**config.mk**
```make
export PLATFORM = sky130hd
export DESIGN_NAME = segx_top
export DESIGN_NICKNAME = d
export VERILOG_FILES = /design/src/rtl/segx_pkg.sv /design/src/rtl/segx_cfg.sv /design/src/rtl/segx_decode.sv /design/src/rtl/segx_ctrl.sv /design/src/rtl/segx_top.sv
export SDC_FILE = /design/constraint.sdc
export NUM_CORES = 1
export LEC_CHECK = 0
export BUFFER_PORTS_ARGS = -buffer_cell sky130_fd_sc_hd__buf_2
export CORE_MARGIN = 3
export CORE_UTILIZATION = 50
export DETAILED_ROUTE_END_ITERATION = 8
export PLACE_DENSITY = 0.9
export SLEW_MARGIN = 20
export SYNTH_ARGS = -nofsm -noshare
export SYNTH_HDL_FRONTEND = slang
export SYNTH_HIERARCHICAL = 1
export SYNTH_SLANG_ARGS = --single-unit
```
**constraint.sdc**
```tcl
create_clock -name clk -period 4.7 [get_ports clk]
set_clock_uncertainty 0.15 [all_clocks]
set_input_delay 0.94 -clock clk [delete_from_list [all_inputs] [get_ports clk]]
set_output_delay 0.94 -clock clk [all_outputs]
set_load 0.05 [all_outputs]
```
**src/rtl/segx_pkg.sv**
```systemverilog
package segx_pkg;
  localparam int SEG_W = 3;

  typedef enum logic [2:0] {
    SEG_LOW = 3'b000,
    SEG_P1  = 3'b100,
    SEG_P2  = 3'b101,
    SEG_P3  = 3'b110,
    SEG_P4  = 3'b111
  } seg_e;

  typedef enum logic [1:0] {
    ST_IDLE  = 2'd0,
    ST_ISSUE = 2'd1,
    ST_WAIT  = 2'd2
  } st_e;

  typedef struct packed {
    logic err;
    logic need_page;
    logic cach;
    logic xlat;
  } attr_t;

  function automatic seg_e seg_of(input logic [SEG_W-1:0] s);
    case (s)
      3'b100:  return SEG_P1;
      3'b101:  return SEG_P2;
      3'b110:  return SEG_P3;
      3'b111:  return SEG_P4;
      default: return SEG_LOW;
    endcase
  endfunction
endpackage

```
**src/rtl/segx_cfg.sv**
```systemverilog
module segx_cfg (
  input  logic clk,
  input  logic rst,
  input  logic we,
  input  logic seg_in,
  input  logic page_in,
  output logic seg_en,
  output logic page_en
);
  always_ff @(posedge clk) begin
    if (rst) begin
      seg_en  <= 1'b1;
      page_en <= 1'b0;
    end else if (we) begin
      seg_en  <= seg_in;
      page_en <= page_in;
    end
  end
endmodule

```
**src/rtl/segx_decode.sv**
```systemverilog
module segx_decode
  import segx_pkg::*;
#(
  parameter int AW = 32
) (
  input  logic [AW-1:0] vaddr,
  input  logic          priv,
  input  logic          seg_en,
  input  logic          page_en,
  output attr_t         attr,
  output logic [AW-1:0] paddr
);
  localparam int LSB = AW - SEG_W;

  seg_e          seg;
  logic [AW-1:0] folded;

  assign seg    = seg_of(vaddr[AW-1:LSB]);
  assign folded = {{SEG_W{1'b0}}, vaddr[LSB-1:0]};

  always_comb begin
    attr.err       = !priv && (seg != SEG_LOW);
    attr.cach      = !((seg == SEG_P2) || (seg == SEG_P4));
    attr.need_page = 1'b0;
    attr.xlat      = 1'b0;
    paddr          = vaddr;
    if (attr.err) begin
      attr.cach = 1'b0;
      paddr     = '0;
    end else if (!seg_en) begin
      attr.need_page = page_en;
    end else begin
      case (seg)
        SEG_P1, SEG_P2: begin
          paddr     = folded;
          attr.xlat = 1'b1;
        end
        SEG_P3: begin
          if (page_en) begin
            attr.need_page = 1'b1;
          end else begin
            paddr     = folded;
            attr.xlat = 1'b1;
          end
        end
        SEG_LOW: attr.need_page = page_en;
        default: ;
      endcase
    end
  end
endmodule

```
**src/rtl/segx_ctrl.sv**
```systemverilog
module segx_ctrl
  import segx_pkg::*;
#(
  parameter int AW = 32
) (
  input  logic          clk,
  input  logic          rst,
  input  logic          req_valid,
  output logic          req_ready,
  input  logic [AW-1:0] req_vaddr,
  input  attr_t         dec_attr,
  input  logic [AW-1:0] dec_paddr,
  output logic          pl_req_valid,
  input  logic          pl_req_ready,
  output logic [AW-1:0] pl_req_vaddr,
  input  logic          pl_rsp_valid,
  input  logic [AW-1:0] pl_rsp_paddr,
  input  logic          pl_rsp_miss,
  output logic          rsp_valid,
  output logic [AW-1:0] rsp_paddr,
  output logic          rsp_cacheable,
  output logic          rsp_xlat,
  output logic          rsp_err,
  output logic          rsp_miss,
  output logic [AW-1:0] rsp_miss_addr
);
  st_e           state;
  logic          held_cach;
  logic [AW-1:0] held_va;
  logic          accept;

  assign req_ready    = (state == ST_IDLE);
  assign pl_req_valid = (state == ST_ISSUE);
  assign pl_req_vaddr = held_va;
  assign accept       = req_valid && req_ready;

  always_ff @(posedge clk) begin
    if (rst) begin
      state         <= ST_IDLE;
      held_cach     <= 1'b0;
      held_va       <= '0;
      rsp_valid     <= 1'b0;
      rsp_paddr     <= '0;
      rsp_cacheable <= 1'b0;
      rsp_xlat      <= 1'b0;
      rsp_err       <= 1'b0;
      rsp_miss      <= 1'b0;
      rsp_miss_addr <= '0;
    end else begin
      rsp_valid <= 1'b0;
      case (state)
        ST_IDLE: begin
          if (accept) begin
            if (dec_attr.need_page) begin
              state     <= ST_ISSUE;
              held_va   <= req_vaddr;
              held_cach <= dec_attr.cach;
            end else begin
              rsp_valid     <= 1'b1;
              rsp_paddr     <= dec_paddr;
              rsp_cacheable <= dec_attr.cach;
              rsp_xlat      <= dec_attr.xlat;
              rsp_err       <= dec_attr.err;
              rsp_miss      <= 1'b0;
              rsp_miss_addr <= '0;
            end
          end
        end
        ST_ISSUE: begin
          if (pl_req_ready) state <= ST_WAIT;
        end
        ST_WAIT: begin
          if (pl_rsp_valid) begin
            state     <= ST_IDLE;
            rsp_valid <= 1'b1;
            rsp_err   <= 1'b0;
            rsp_miss  <= pl_rsp_miss;
            if (pl_rsp_miss) begin
              rsp_paddr     <= '0;
              rsp_cacheable <= 1'b0;
              rsp_xlat      <= 1'b0;
              rsp_miss_addr <= held_va;
            end else begin
              rsp_paddr     <= pl_rsp_paddr;
              rsp_cacheable <= held_cach;
              rsp_xlat      <= 1'b1;
              rsp_miss_addr <= '0;
            end
          end
        end
        default: state <= ST_IDLE;
      endcase
    end
  end
endmodule

```
**src/rtl/segx_top.sv**
```systemverilog
module segx_top
  import segx_pkg::*;
#(
  parameter int AW = 32
) (
  input  logic          clk,
  input  logic          rst,
  input  logic          cfg_we,
  input  logic          cfg_seg_en,
  input  logic          cfg_page_en,
  input  logic          req_valid,
  output logic          req_ready,
  input  logic [AW-1:0] req_vaddr,
  input  logic          req_priv,
  output logic          rsp_valid,
  output logic [AW-1:0] rsp_paddr,
  output logic          rsp_cacheable,
  output logic          rsp_xlat,
  output logic          rsp_err,
  output logic          rsp_miss,
  output logic [AW-1:0] rsp_miss_addr,
  output logic          pl_req_valid,
  input  logic          pl_req_ready,
  output logic [AW-1:0] pl_req_vaddr,
  input  logic          pl_rsp_valid,
  input  logic [AW-1:0] pl_rsp_paddr,
  input  logic          pl_rsp_miss
);
  logic          seg_en;
  logic          page_en;
  attr_t         dec_attr;
  logic [AW-1:0] dec_paddr;

  segx_cfg u_cfg (
    .clk     (clk),
    .rst     (rst),
    .we      (cfg_we),
    .seg_in  (cfg_seg_en),
    .page_in (cfg_page_en),
    .seg_en  (seg_en),
    .page_en (page_en)
  );

  segx_decode #(.AW(AW)) u_dec (
    .vaddr   (req_vaddr),
    .priv    (req_priv),
    .seg_en  (seg_en),
    .page_en (page_en),
    .attr    (dec_attr),
    .paddr   (dec_paddr)
  );

  segx_ctrl #(.AW(AW)) u_ctrl (
    .clk           (clk),
    .rst           (rst),
    .req_valid     (req_valid),
    .req_ready     (req_ready),
    .req_vaddr     (req_vaddr),
    .dec_attr      (dec_attr),
    .dec_paddr     (dec_paddr),
    .pl_req_valid  (pl_req_valid),
    .pl_req_ready  (pl_req_ready),
    .pl_req_vaddr  (pl_req_vaddr),
    .pl_rsp_valid  (pl_rsp_valid),
    .pl_rsp_paddr  (pl_rsp_paddr),
    .pl_rsp_miss   (pl_rsp_miss),
    .rsp_valid     (rsp_valid),
    .rsp_paddr     (rsp_paddr),
    .rsp_cacheable (rsp_cacheable),
    .rsp_xlat      (rsp_xlat),
    .rsp_err       (rsp_err),
    .rsp_miss      (rsp_miss),
    .rsp_miss_addr (rsp_miss_addr)
  );
endmodule

```
==> results of run 1 <==
-- area by class of cell --
class                           instances  area [µm²]  share of cell area (%)
Clock buffer                            9       123.9                   2.078
Sequential cell                       106        2122                   35.59
Inverter                                2       7.507                  0.1259
Timing Repair Buffer                  181       933.4                   15.66
Clock inverter                          7       83.83                   1.406
Multi-Input combinational cell        398        2525                   42.35
Tap cell                              133       166.4                   2.791
-- registers in the layout, summed over array words and instances, names as in the netlist, 2 cells and up --
register              cells
u_ctrl/pl_req_vaddr      32
u_ctrl/rsp_miss_addr     32
u_ctrl/rsp_paddr         32
u_ctrl/state              2
-- kinds of logic (layout without fill, tap and decap cells) --
logic type      count (synthesis)  in the layout  share of synthesized area (%)
mux                             1              1                         0.1987
flops                         106            106                          42.13
buf+inv                        70            199                          7.948
compound gates                177            177                          21.46
simple gates                  220            220                          28.27
-- metal layers --
metal	vias up	GRT usage, %	part of all wire, %
met5	-	0	0
met4	0	8.881	1.6
met3	29	4.736	8.5
met2	289	42.04	48
met1	2382	33.46	42
li1	2329	-	-
-- power by group --
group	switching, W	total [W]	internal (W)
sequential	0.0000222	0.000954	0.000932
combinational	0.000244	0.000354	0.000110
clock	0.000332	0.000590	0.000258
-- Yosys cell counts --
| cell | instances |
|---|---|
| sky130_fd_sc_hd__a211o_1 | 1 |
| sky130_fd_sc_hd__a211oi_1 | 33 |
| sky130_fd_sc_hd__a211oi_2 | 2 |
| sky130_fd_sc_hd__a21oi_1 | 103 |
| sky130_fd_sc_hd__a2bb2oi_1 | 1 |
| sky130_fd_sc_hd__and2_1 | 7 |
| sky130_fd_sc_hd__and2_4 | 22 |
| sky130_fd_sc_hd__and3_1 | 1 |
| sky130_fd_sc_hd__and3b_1 | 2 |
| sky130_fd_sc_hd__and4_2 | 1 |
| sky130_fd_sc_hd__and4bb_2 | 29 |
| sky130_fd_sc_hd__buf_2 | 14 |
| sky130_fd_sc_hd__buf_4 | 8 |
| sky130_fd_sc_hd__buf_6 | 12 |
| sky130_fd_sc_hd__clkbuf_1 | 34 |
| sky130_fd_sc_hd__dfxtp_1 | 106 |
| sky130_fd_sc_hd__inv_1 | 2 |
| sky130_fd_sc_hd__mux2i_1 | 1 |
| sky130_fd_sc_hd__nand2_1 | 68 |
| sky130_fd_sc_hd__nand2_4 | 1 |
| sky130_fd_sc_hd__nand2b_1 | 1 |
| sky130_fd_sc_hd__nand2b_4 | 1 |
| sky130_fd_sc_hd__nand3_1 | 35 |
| sky130_fd_sc_hd__nand3b_1 | 1 |
| sky130_fd_sc_hd__nand3b_2 | 1 |
| sky130_fd_sc_hd__nand4bb_1 | 1 |
| sky130_fd_sc_hd__nor2_1 | 3 |
| sky130_fd_sc_hd__nor2b_1 | 3 |
| sky130_fd_sc_hd__nor3_1 | 34 |
| sky130_fd_sc_hd__nor3b_1 | 1 |
| sky130_fd_sc_hd__nor4b_4 | 1 |
| sky130_fd_sc_hd__nor4bb_1 | 5 |
| sky130_fd_sc_hd__o211a_1 | 1 |
| sky130_fd_sc_hd__o211ai_1 | 32 |
| sky130_fd_sc_hd__o21ai_0 | 3 |
| sky130_fd_sc_hd__o311a_1 | 1 |
| sky130_fd_sc_hd__or2b_1 | 1 |
| sky130_fd_sc_hd__or4b_1 | 1 |
-- final timing paths --
check	startpoint	end	cells past startpoint
max	req_priv	u_ctrl/rsp_paddr[29]	6
min	u_ctrl/held_cach	u_ctrl/held_cach	2
max reg2reg	u_cfg/seg_en	u_ctrl/rsp_paddr[29]	5
min reg2reg	u_ctrl/held_cach	u_ctrl/held_cach	2
-- stage by stage --
stage | power [W] | instances
after floorplan | 0.001233 | 574
after global placement | 0.001316 | 820
after detailed placement | 0.001326 | 820
after CTS | 0.001905 | 836
after global routing | 0.001972 | 836
final | 0.001898 | 836
-- worst min-delay path, stage by stage (launching register included) --
cell                      delay [ps]
sky130_fd_sc_hd__dfxtp_1         330
sky130_fd_sc_hd__nand2_1          50
sky130_fd_sc_hd__a21oi_1          60
==> parameters.txt, run 1 <==
Parameter                              Value

Finish
  Area of all placed cells without fillers ... 0.005962 mm²
  Most frequent standard cell in the layout excluding fill and tap cells ... sky130_fd_sc_hd__buf_2
  # diodes ... 0
  Commonest cells after routing, fill and taps aside ... 175 x sky130_fd_sc_hd__buf_2, 106 x sky130_fd_sc_hd__dfxtp_1, 103 x sky130_fd_sc_hd__a21oi_1
  Filler Cells Inserted ... 858
  Fraction of final layout cells with drive strength greater than 1 ... 36.70%
  Number of nets in the final layout ... 772
  Core utilization of the finished layout ... 61.00%
  Layout overhead on the synthesized area ... 18.36%

Floorplanning
  Number of I/O pins ... 177
  Starting density of the core ... 51.54%
  Die extent in y ... 106.4 µm
  Core footprint ... 0.009774 mm²
  Width of the chip ... 106.4 µm
  Die footprint ... 0.01131 mm²
  Std-Cell Rows ... 36

Synth
  Number of warnings reported in the yosys synthesis log ... 6
  Cells taking the most area after synthesis ... sky130_fd_sc_hd__dfxtp_1 42%, sky130_fd_sc_hd__a21oi_1 10%, sky130_fd_sc_hd__and4bb_2 7.2%, sky130_fd_sc_hd__nand2_1 5.1%, sky130_fd_sc_hd__a211oi_1 4.9%
  Number of flip-flops and latches in the synthesized netlist ... 106
  Most area-hungry cell type in the Yosys netlist ... sky130_fd_sc_hd__dfxtp_1
  Mapped Nets ... 648
  Synth Area per Inst ... 8.776 µm²
  Sequential element share of the synthesized area ... 42.13%
  Post-synthesis instance area ... 0.005037 mm²
  Fraction of synthesized cell area taken by the top area cell type ... 42.13%
  Yosys cell types ... 38
  Gate count after technology mapping ... 574

Clocking
  Clock insertion delay at the later pin of the skew report ... 360 ps
  Clock buffer depth ... 2
  PostCTS Resize Cnt ... 0
  Count of hold-fix buffers inserted at cts ... 0
  Max H-tree Level ... 3
  Clock tree from TritonCTS ... yes
  Clock-pin slew of the registers on the worst-case setup and hold paths ... 110 ps
  Number of sinks driven by the clock tree ... 106
  Root buf cell ... sky130_fd_sc_hd__clkbuf_8
  Postcts setup bufs ... 0
  Number of clock buffers inserted by TritonCTS ... 9

Timing
  Hold violation total from the final report ... 0
  Fin crit period ... 3087 ps
  Hold Slack ... 319.5 ps
  Least-Margin Pin Slew ... 1097 ps
  Final worst-path setup slack ... 1613 ps
  Final clock period utilization by the worst path ... 65.68%
  Pins over their slew limit ... 0
  Total of endpoints with negative setup slack in the final report ... 0
  Slew Limit Headroom ... 26.88%
  Peak Freq ... 0.3240 GHz
  Setup repair after global routing missed its margin ... no
  Setup total negative slack ... 0 ps

Worst setup path
  Critical path's largest stage delay ... 810 ps
  CP Data Arrival Time ... 3120 ps
  Internal reg-to-reg setup slack ... 2060 ps
  Highest fanout seen on the critical path ... 34
  Element type at the critical path start ... primary input
  Largest delay share family, worst path ... simple AND/OR/NAND/NOR gates
  Cell with the largest stage delay on the worst path ... sky130_fd_sc_hd__or4b_1
  Series of cell instances along the critical path ... buf_2 -> nand2b_4 -> o211a_1 -> or4b_1 -> nand2_4 -> a211oi_1
  Category of the worst setup path capture point ... flip-flop
  Worst path required time ... 4730 ps
  Crit Path Class ... in -> reg
  Buffers & Inverters on Critical Path ... 1

Placement
  Worst setup slack after placement ... 1270 ps
  Buffers added on ports ... 176
  Placed wire-length estimate after detailed placement ... 9.952 mm
  Final Wtd Congestion ... 0.8338
  Placed cell areas ... 0.005753 mm²

Global route
  GRT Util Overall ... 25.49%
  Total grt overflow ... 0
  Via count of the first global-routing pass ... 4,620
  Number of antenna violations at the first check in global routing ... 0
  Global-route wire length before repair ... 23.14 mm
  Largest net degree at the start of global routing ... 107

Drt
  Post-detailed-route wirelength per cell ... 17.97 µm
  Router iterations before antenna repair ... 5
  DR iter-0 viols ... 365
  DRC violations left ... 0
  Via count of the routed design ... 5,029
  Average via count per standard cell ... 6.016
  Routed Antenna Nets ... 0
  Drt total wl ... 15.03 mm

Pwr
  Highest ir drop seen on vdd ... 191.9 µV
  Power density over cell area ... 318.4 mW/mm²
  Leak ... 2.455 nW

Run
  Number of max-capacitance violations reported ... 0

Run status
  Outcome ... complete, no violations

Min path
  Class of the most critical hold timing path ... reg -> reg
Note: power is estimated with default switching activity, not from simulation.
==> run 2, diff against run 1 <==
CORE_UTILIZATION = 45   (was 50)
PLACE_DENSITY = 0.86   (was 0.9)
clock period = 2.7 ns   (was 4.7 ns; I/O delays follow)
==> run 2 against run 1 <==
Clock power is 61% higher. Worst setup slack worse by 1100 ps. Utilization is 5.2 points lower. Non-clock buffer count is 12 higher. Design area is 1.9% higher. Power is 70% higher. Critical path type is now reg -> out. Highest routed layer unchanged.
==> parameters.txt, run 2 (same netlist as run 1, synthesis figures left out) <==
Parameter                              Value

Clocking
  Clock insertion delay at the later pin of the skew report ... 360 ps (about the same)
  Number of clock buffers inserted by TritonCTS ... 9 (unchanged)
  Clock buffer depth ... 2 (unchanged)
  Clock-pin slew of the registers on the worst-case setup and hold paths ... 100 ps (about the same)
  Count of hold-fix buffers inserted at cts ... 0 (unchanged)
  Max H-tree Level ... 3 (unchanged)
  PostCTS Resize Cnt ... 0 (unchanged)
  Number of sinks driven by the clock tree ... 106 (unchanged)
  Root buf cell ... sky130_fd_sc_hd__clkbuf_8
  Postcts setup bufs ... 0 (unchanged)
  Clock tree from TritonCTS ... yes

Timing
  Fin crit period ... 2218 ps
  Least-Margin Pin Slew ... 761.0 ps (-335.8 ps)
  Hold violation total from the final report ... 0 (unchanged)
  Slew Limit Headroom ... 49.26% (+22 points)
  Setup total negative slack ... 0 ps (unchanged)
  Pins over their slew limit ... 0 (unchanged)
  Peak Freq ... 0.4509 GHz
  Final clock period utilization by the worst path ... 82.14%
  Setup repair after global routing missed its margin ... no
  Total of endpoints with negative setup slack in the final report ... 0 (unchanged)

Drt
  Router iterations before antenna repair ... 5 (unchanged)
  Via count of the routed design ... 4,919 (-2.2%)
  Average via count per standard cell ... 5.753 (-4.4%)
  Post-detailed-route wirelength per cell ... 17.69 µm (-1.6%)
  Drt total wl ... 15.13 mm (+0.68%)
  Routed Antenna Nets ... 0 (unchanged)
  DR iter-0 viols ... 462 (+27%)
  DRC violations left ... 0 (unchanged)

Worst setup path
  Crit Path Class ... reg -> out
  Internal reg-to-reg setup slack ... 510 ps (-1550 ps)
  R2r worst-path depth ... 5 (unchanged)
  Endpoint of the worst-slack reg-to-reg timing path ... u_ctrl/rsp_paddr[16]
  Worst flop-to-flop path startpoint ... u_cfg/seg_en
  Highest fanout seen on the critical path ... 19 (-44%)
  CP Data Arrival Time ... 1530 ps (-1590 ps)
  Critical Path End ... req_ready
  Startpoint of the most critical setup path ... u_ctrl/state[0]
  Category of the worst setup path capture point ... output port
  Element type at the critical path start ... flip-flop
  Worst path required time ... 2010 ps (-2720 ps)

Floorplanning
  Die footprint ... 0.01250 mm² (+10%)
  Number of I/O pins ... 177 (unchanged)
  Std-Cell Rows ... 38 (+5.6%)
  Core footprint ... 0.01089 mm² (+11%)
  Die extent in y ... 111.8 µm (+5.1%)
  Width of the chip ... 111.8 µm (+5.1%)
  Starting density of the core ... 46.27% (-5.3 points)

Finish
  Commonest cells after routing, fill and taps aside ... 175 x sky130_fd_sc_hd__buf_2, 106 x sky130_fd_sc_hd__dfxtp_1, 103 x sky130_fd_sc_hd__a21oi_1
  Layout overhead on the synthesized area ... 20.59%
  Filler Cells Inserted ... 1,007 (+17%)
  Most frequent standard cell in the layout excluding fill and tap cells ... sky130_fd_sc_hd__buf_2
  # diodes ... 0 (unchanged)
  Number of nets in the final layout ... 784 (+1.6%)
  Fraction of final layout cells with drive strength greater than 1 ... 37.48% (+0.78 points)

Global route
  Largest net degree at the start of global routing ... 69 (-36%)
  Total grt overflow ... 0 (unchanged)
  Number of antenna violations at the first check in global routing ... 0 (unchanged)
  Via count of the first global-routing pass ... 4,528 (-2.0%)
  Global-route wire length before repair ... 23.76 mm (+2.7%)
  GRT Util Overall ... 23.11% (-2.4 points)

Min path
  Hold Path Stages ... 2 (unchanged)
  Class of the most critical hold timing path ... in -> reg

Placement
  Placed wire-length estimate after detailed placement ... 9.919 mm (-0.33%)
  Final Wtd Congestion ... 0.8161 (-2.1%)
  Buffers added on ports ... 176 (unchanged)

Pwr
  Leak ... 2.521 nW (+2.7%)
  Power density over cell area ... 532.4 mW/mm² (+67%)
  Highest ir drop seen on vdd ... 345.0 µV (+80%)
  Total chip power ... 0.003234 W (+70%)

Run status
  Outcome ... complete, no violations

Run
  Number of max-capacitance violations reported ... 0 (unchanged)
[run 2: cell count changes in the layout (fill, tap and decap cells not counted)]
cell	previous run	this run
sky130_fd_sc_hd__clkinv_4	1	2
sky130_fd_sc_hd__clkbuf_1	0	1
sky130_fd_sc_hd__buf_12	1	4
sky130_fd_sc_hd__and3b_1	0	1
sky130_fd_sc_hd__buf_4	5	14
sky130_fd_sc_hd__clkbuf_8	9	10
sky130_fd_sc_hd__inv_8	2	1
sky130_fd_sc_hd__clkinv_2	1	0
sky130_fd_sc_hd__and3b_4	1	0
sky130_fd_sc_hd__bufinv_16	1	0
[run 2: layer usage]
metal | share of wire (%) | vias to the layer above | GRT usage (%) | wire [µm]
met3 | 8.2 | 14 | 5.109 | 1241
met5 | 0 | - | 0 | 0
met2 | 47 | 226 | 37.57 | 7174
li1 | - | 2348 | - | -
met1 | 44 | 2331 | 31.66 | 6590
met4 | 0.81 | 0 | 4.947 | 122
[run 2: worst min path at each step]
stage | endpoint | slack (ps) | from
CTS | u_cfg/seg_en | 220 | cfg_seg_en
floorplan | u_ctrl/held_cach | 280 | u_ctrl/held_cach
global placement | u_ctrl/held_cach | 290 | u_ctrl/held_cach
finish | u_cfg/seg_en | 230 | cfg_seg_en
global route | u_cfg/seg_en | 210 | cfg_seg_en
detailed placement | u_ctrl/held_cach | 300 | u_ctrl/held_cach
[run 2: metrics by stage]
| step | instance area (µm²) | utilization, % | hold WS (ps) | setup slack, ps | cells |
|---|---|---|---|---|---|
| 6_report | 6075 | 55.79 | 234.4 | 482.2 | 855 |
| 2_1_floorplan | 5037 | - | 281.9 | 526.6 | 574 |
| 3_5_place_dp | 5887 | 54.07 | 303.9 | 226.4 | 839 |
| 4_1_cts | 6075 | 55.79 | 215.4 | 448.1 | 855 |
| 3_3_place_gp | 5887 | 54.07 | 287.6 | 275.5 | 839 |
| 5_1_grt | 6075 | 55.79 | 212.1 | 359.7 | 855 |
[run 2: layout make-up]
cell class                      count  area (µm²)  share of cell area (%)
Timing Repair Buffer              193        1061                   17.47
Tap cell                          140       175.2                   2.884
Multi-Input combinational cell    398        2521                   41.50
Clock inverter                      5       46.29                  0.7621
Inverter                            2       7.507                  0.1236
Clock buffer                       11       141.4                   2.328
Sequential cell                   106        2122                   34.93
[run 2: report_power, final]
| part | switching, W | internal [W] |
|---|---|---|
| registers | 0.0000368 | 0.00162 |
| clock network | 0.000571 | 0.000379 |
| logic | 0.000426 | 0.000199 |
| total | 0.00103 | 0.00220 |
[run 2: worst max-delay path, stage by stage (launching register included)]
cell	delay (ps)
sky130_fd_sc_hd__dfxtp_1	580
sky130_fd_sc_hd__buf_4	310
sky130_fd_sc_hd__nor2_1	70
sky130_fd_sc_hd__buf_2	210
==> run 3, diff against run 2 <==
ABC_AREA = 1   (was unset)
PLACE_DENSITY = 0.87   (was 0.86)
clock period = 1.8 ns   (was 2.7 ns; I/O delays follow)
==> run 3 against run 2 <==
Global-route usage increased by 0.57 points. Clock-buffer cell count down 1. Design area is 2.4% higher. Routed wire length is 0.22% higher. Clock power grew 64%. Worst setup slack lost 450 ps. Synthesized area down 6.1%. Via count is 3.9% higher. Combinational power grew 130%.
==> parameters.txt, run 3 <==
Parameter                              Value

Run status
  Outcome ... complete, no violations

Clocking
  Clock buffer depth ... 2 (unchanged)
  Clock-pin slew of the registers on the worst-case setup and hold paths ... 100 ps (about the same)
  Number of clock buffers inserted by TritonCTS ... 9 (unchanged)
  Clock insertion delay at the later pin of the skew report ... 360 ps (about the same)
  Clock tree from TritonCTS ... yes
  Max H-tree Level ... 3 (unchanged)
  Root buf cell ... sky130_fd_sc_hd__clkbuf_8
  Number of sinks driven by the clock tree ... 106 (unchanged)

Synth
  Gate count after technology mapping ... 709 (+24%)
  Most common library cells after synthesis ... 195 x sky130_fd_sc_hd__nor2_1, 106 x sky130_fd_sc_hd__dfxtp_1, 90 x sky130_fd_sc_hd__nand2_1, 76 x sky130_fd_sc_hd__inv_1, 63 x sky130_fd_sc_hd__o21ai_0
  Count of flip-flops with a built-in enable after synthesis ... 0 (unchanged)
  Cells taking the most area after synthesis ... sky130_fd_sc_hd__dfxtp_1 45%, sky130_fd_sc_hd__nor2_1 15%, sky130_fd_sc_hd__nand2_1 7.1%, sky130_fd_sc_hd__o21ai_0 6.7%, sky130_fd_sc_hd__inv_1 6.0%
  Number of warnings reported in the yosys synthesis log ... 6 (unchanged)
  Most area-hungry cell type in the Yosys netlist ... sky130_fd_sc_hd__dfxtp_1
  Number of flip-flops and latches in the synthesized netlist ... 106 (unchanged)
  Yosys cell types ... 19 (-50%)
  Sequential element share of the synthesized area ... 44.86% (+2.7 points)
  Main synth FF type ... sky130_fd_sc_hd__dfxtp_1
  Mapped Nets ... 783 (+21%)
  Post-synthesis instance area ... 0.004731 mm² (-6.1%)
  Fraction of synthesized cell area taken by the top area cell type ... 44.86% (+2.7 points)
  Proportion of register bits with asynchronous set or reset after synthesis ... 0% (unchanged)
  Synth Area per Inst ... 6.672 µm² (-24%)
  Cell with the most instances after synthesis ... sky130_fd_sc_hd__nor2_1

Worst setup path
  Endpoint of the worst-slack reg-to-reg timing path ... u_ctrl/rsp_paddr[21]
  R2r worst-path depth ... 10 (+5)
  Series of cell instances along the critical path ... nand2_2 -> o21ai_2 -> nor2_2 -> inv_1 -> nand3_2 -> nand2_4 -> inv_4 -> clkbuf_16 -> nor2_1 -> nor2_1
  Critical path's largest stage delay ... 350 ps (-230 ps)
  Buffers & Inverters on Critical Path ... 3 (+1)
  CP Data Arrival Time ... 1880 ps (+350 ps)
  Element type at the critical path start ... flip-flop
  Cell repeated most along the worst path ... sky130_fd_sc_hd__nor2_1
  Cell with the largest stage delay on the worst path ... sky130_fd_sc_hd__dfxtp_2
  Worst path required time ... 1910 ps (-100 ps)
  Internal reg-to-reg setup slack ... 40 ps (-470 ps)
  Crit Path Class ... reg -> reg
  Largest delay share family, worst path ... simple AND/OR/NAND/NOR gates
  Worst path depth ... 10 (+7)
  Worst flop-to-flop path startpoint ... u_cfg/seg_en
  Highest fanout seen on the critical path ... 18 (-1)
  Category of the worst setup path capture point ... flip-flop

Timing
  Slew Limit Headroom ... 60.59% (+11 points)
  Least-Margin Pin Slew ... 590.3 ps (-170.7 ps)
  Hold violation total from the final report ... 0 (unchanged)
  Final worst-path setup slack ... 36.88 ps (-445.3 ps)
  Hold Slack ... 75.62 ps (-158.8 ps)
  Final clock period utilization by the worst path ... 97.95%
  Fin crit period ... 1763 ps
  Total of endpoints with negative setup slack in the final report ... 0 (unchanged)
  Peak Freq ... 0.5672 GHz
  Pins over their slew limit ... 0 (unchanged)

Finish
  Non-Filler Instances ... 1,026 (+20%)
  Area occupied by multi-input gates ... 0.002082 mm² (-17%)
  Most frequent standard cell in the layout excluding fill and tap cells ... sky130_fd_sc_hd__nor2_1
  Filler Cells Inserted ... 946 (-6.1%)
  Commonest cells after routing, fill and taps aside ... 189 x sky130_fd_sc_hd__nor2_1, 174 x sky130_fd_sc_hd__buf_2, 104 x sky130_fd_sc_hd__dfxtp_1
  Fraction of final layout cells with drive strength greater than 1 ... 28.56% (-8.9 points)
  Area of all placed cells without fillers ... 0.006222 mm² (+2.4%)
  Number of nets in the final layout ... 962 (+23%)
  Layout overhead on the synthesized area ... 31.53%
  Core utilization of the finished layout ... 62.22% (+6.4 points)
  FF/Latch Area ... 0.002125 mm² (+0.12%)
  # diodes ... 0 (unchanged)

Pwr
  Leak ... 3.227 nW (+28%)
  Switch Pwr ... 0.001990 W (+92%)
  Cell internal pwr ... 0.003625 W (+65%)
  Highest ir drop seen on vdd ... 552.8 µV (+60%)
  Combinational share of power ... 26.2% (+6.9 points)
  Fraction of power spent switching nets ... 35.44% (+3.5 points)
  Clock power frac ... 27.8% (-1.6 points)
  Power density over cell area ... 902.4 mW/mm² (+70%)
  Sequential Power Share ... 46.0% (-5.3 points)

Floorplanning
  Number of I/O pins ... 177 (unchanged)
  Starting density of the core ... 47.31% (+1.0 points)
  Core footprint ... 0.01000 mm² (-8.2%)
  Die extent in y ... 108.5 µm (-2.9%)
  Std-Cell Rows ... 36 (-5.3%)
  Die footprint ... 0.01178 mm² (-5.8%)
  Width of the chip ... 108.5 µm (-2.9%)

Drt
  Total routed wire length on the met1 layer ... 6.562 mm (-0.42%)
  DR iter-0 viols ... 534 (+16%)
  Via count of the routed design ... 5,111 (+3.9%)
  Total met2 wirelength after detailed routing ... 7.081 mm (-1.3%)
  Drt total wl ... 15.16 mm (+0.22%)
  Router iterations before antenna repair ... 7 (+2)
  Met3 layer wire length in the routed design ... 1.204 mm (-3.0%)
  DRC violations left ... 0 (unchanged)
  Average via count per standard cell ... 4.981 (-13%)
  Highest Signal Layer ... met4
  Post-detailed-route wirelength per cell ... 14.78 µm (-16%)
  Routed Antenna Nets ... 0 (unchanged)

Placement
  Placed cell areas ... 0.005881 mm² (-0.11%)
  Placed wire-length estimate after detailed placement ... 10.55 mm (+6.4%)
  Placed Cells ... 1,006 (+20%)
  Worst setup slack after placement ... -113.8 ps (-340.2 ps)
  Buffers added on ports ... 176 (unchanged)
  Final Wtd Congestion ... 0.8553 (+4.8%)

Min path
  Hold path start ... cfg_seg_en
  Class of the most critical hold timing path ... in -> reg
  Hold Path End ... u_cfg/seg_en
  Hold Path Stages ... 3 (+1)

Global route
  Global-route wire length before repair ... 22.27 mm (-6.3%)
  Number of antenna violations at the first check in global routing ... 0 (unchanged)
  Largest net degree at the start of global routing ... 48 (-30%)
  Total grt overflow ... 0 (unchanged)
  Via count of the first global-routing pass ... 4,573 (+0.99%)
  GRT Util Overall ... 23.68% (+0.57 points)

Run
  Number of max-capacitance violations reported ... 0 (unchanged)
## run 3: logic make-up after synthesis
group / synth area share, %
buffers and inverters: 11.95
flip-flops: 44.86
AO/OA/AOI/OAI: 15.39
AND/OR/NAND/NOR: 27.80
## run 3: layer usage
metal  track usage [%]  vias up
li1                  -     2559
met1             31.94     2298
met2             38.61      231
met3             3.642       23
met4             8.115        0
met5                 0        -
## run 3: stage by stage
step / setup TNS, ps / power [W]
detailed placement: -4539 / 0.004033
floorplan: 0 / 0.003611
global route: -401.6 / 0.005838
CTS: 0 / 0.005573
finish: 0 / 0.005615
global placement: -1428 / 0.004013
## run 3: worst max path at each step
stage | from | end | slack [ps]
after global routing | u_cfg/seg_en | u_ctrl/rsp_xlat | -40
after global placement | req_priv | u_ctrl/pl_req_vaddr[14] | -80
after CTS | u_ctrl/state[0] | pl_req_valid | 10
after floorplan | u_ctrl/state[1] | u_ctrl/rsp_paddr[14] | 10
after detailed placement | req_priv | u_ctrl/pl_req_vaddr[12] | -110
final | u_cfg/seg_en | u_ctrl/rsp_paddr[21] | 40
## run 3: repair_timing
action	in CTS	in global routing
hold buffers	0	0
resized for setup	1	19
gates cloned	0	3
buffers inserted	0	1
pin swaps	0	3
endpoints found under the setup margin	1	96
## run 3: layout make-up
class                   count  area share (%)
clock buffers              10           2.212
clock inverters             6           1.186
repair buffers            215           21.46
inverters                  80           4.866
well taps                 133           2.674
multi-input cells         476           33.46
flip-flops and latches    106           34.14
## run 3: power groups by stage
stage | Sequential, W | Combinational (W) | Clock (W)
global placement | 0.00263 | 0.00138 | 0
global route | 0.00260 | 0.00157 | 0.00167
finish | 0.00258 | 0.00147 | 0.00156
detailed placement | 0.00263 | 0.00140 | 0
floorplan | 0.00316 | 0.000450 | 0
CTS | 0.00258 | 0.00140 | 0.00159
## run 3: tightest hold or removal path: cells and delay by family
kind / cells / cell delay [ps]
simple gates: 2 / 120
buf+inv: 1 / 70
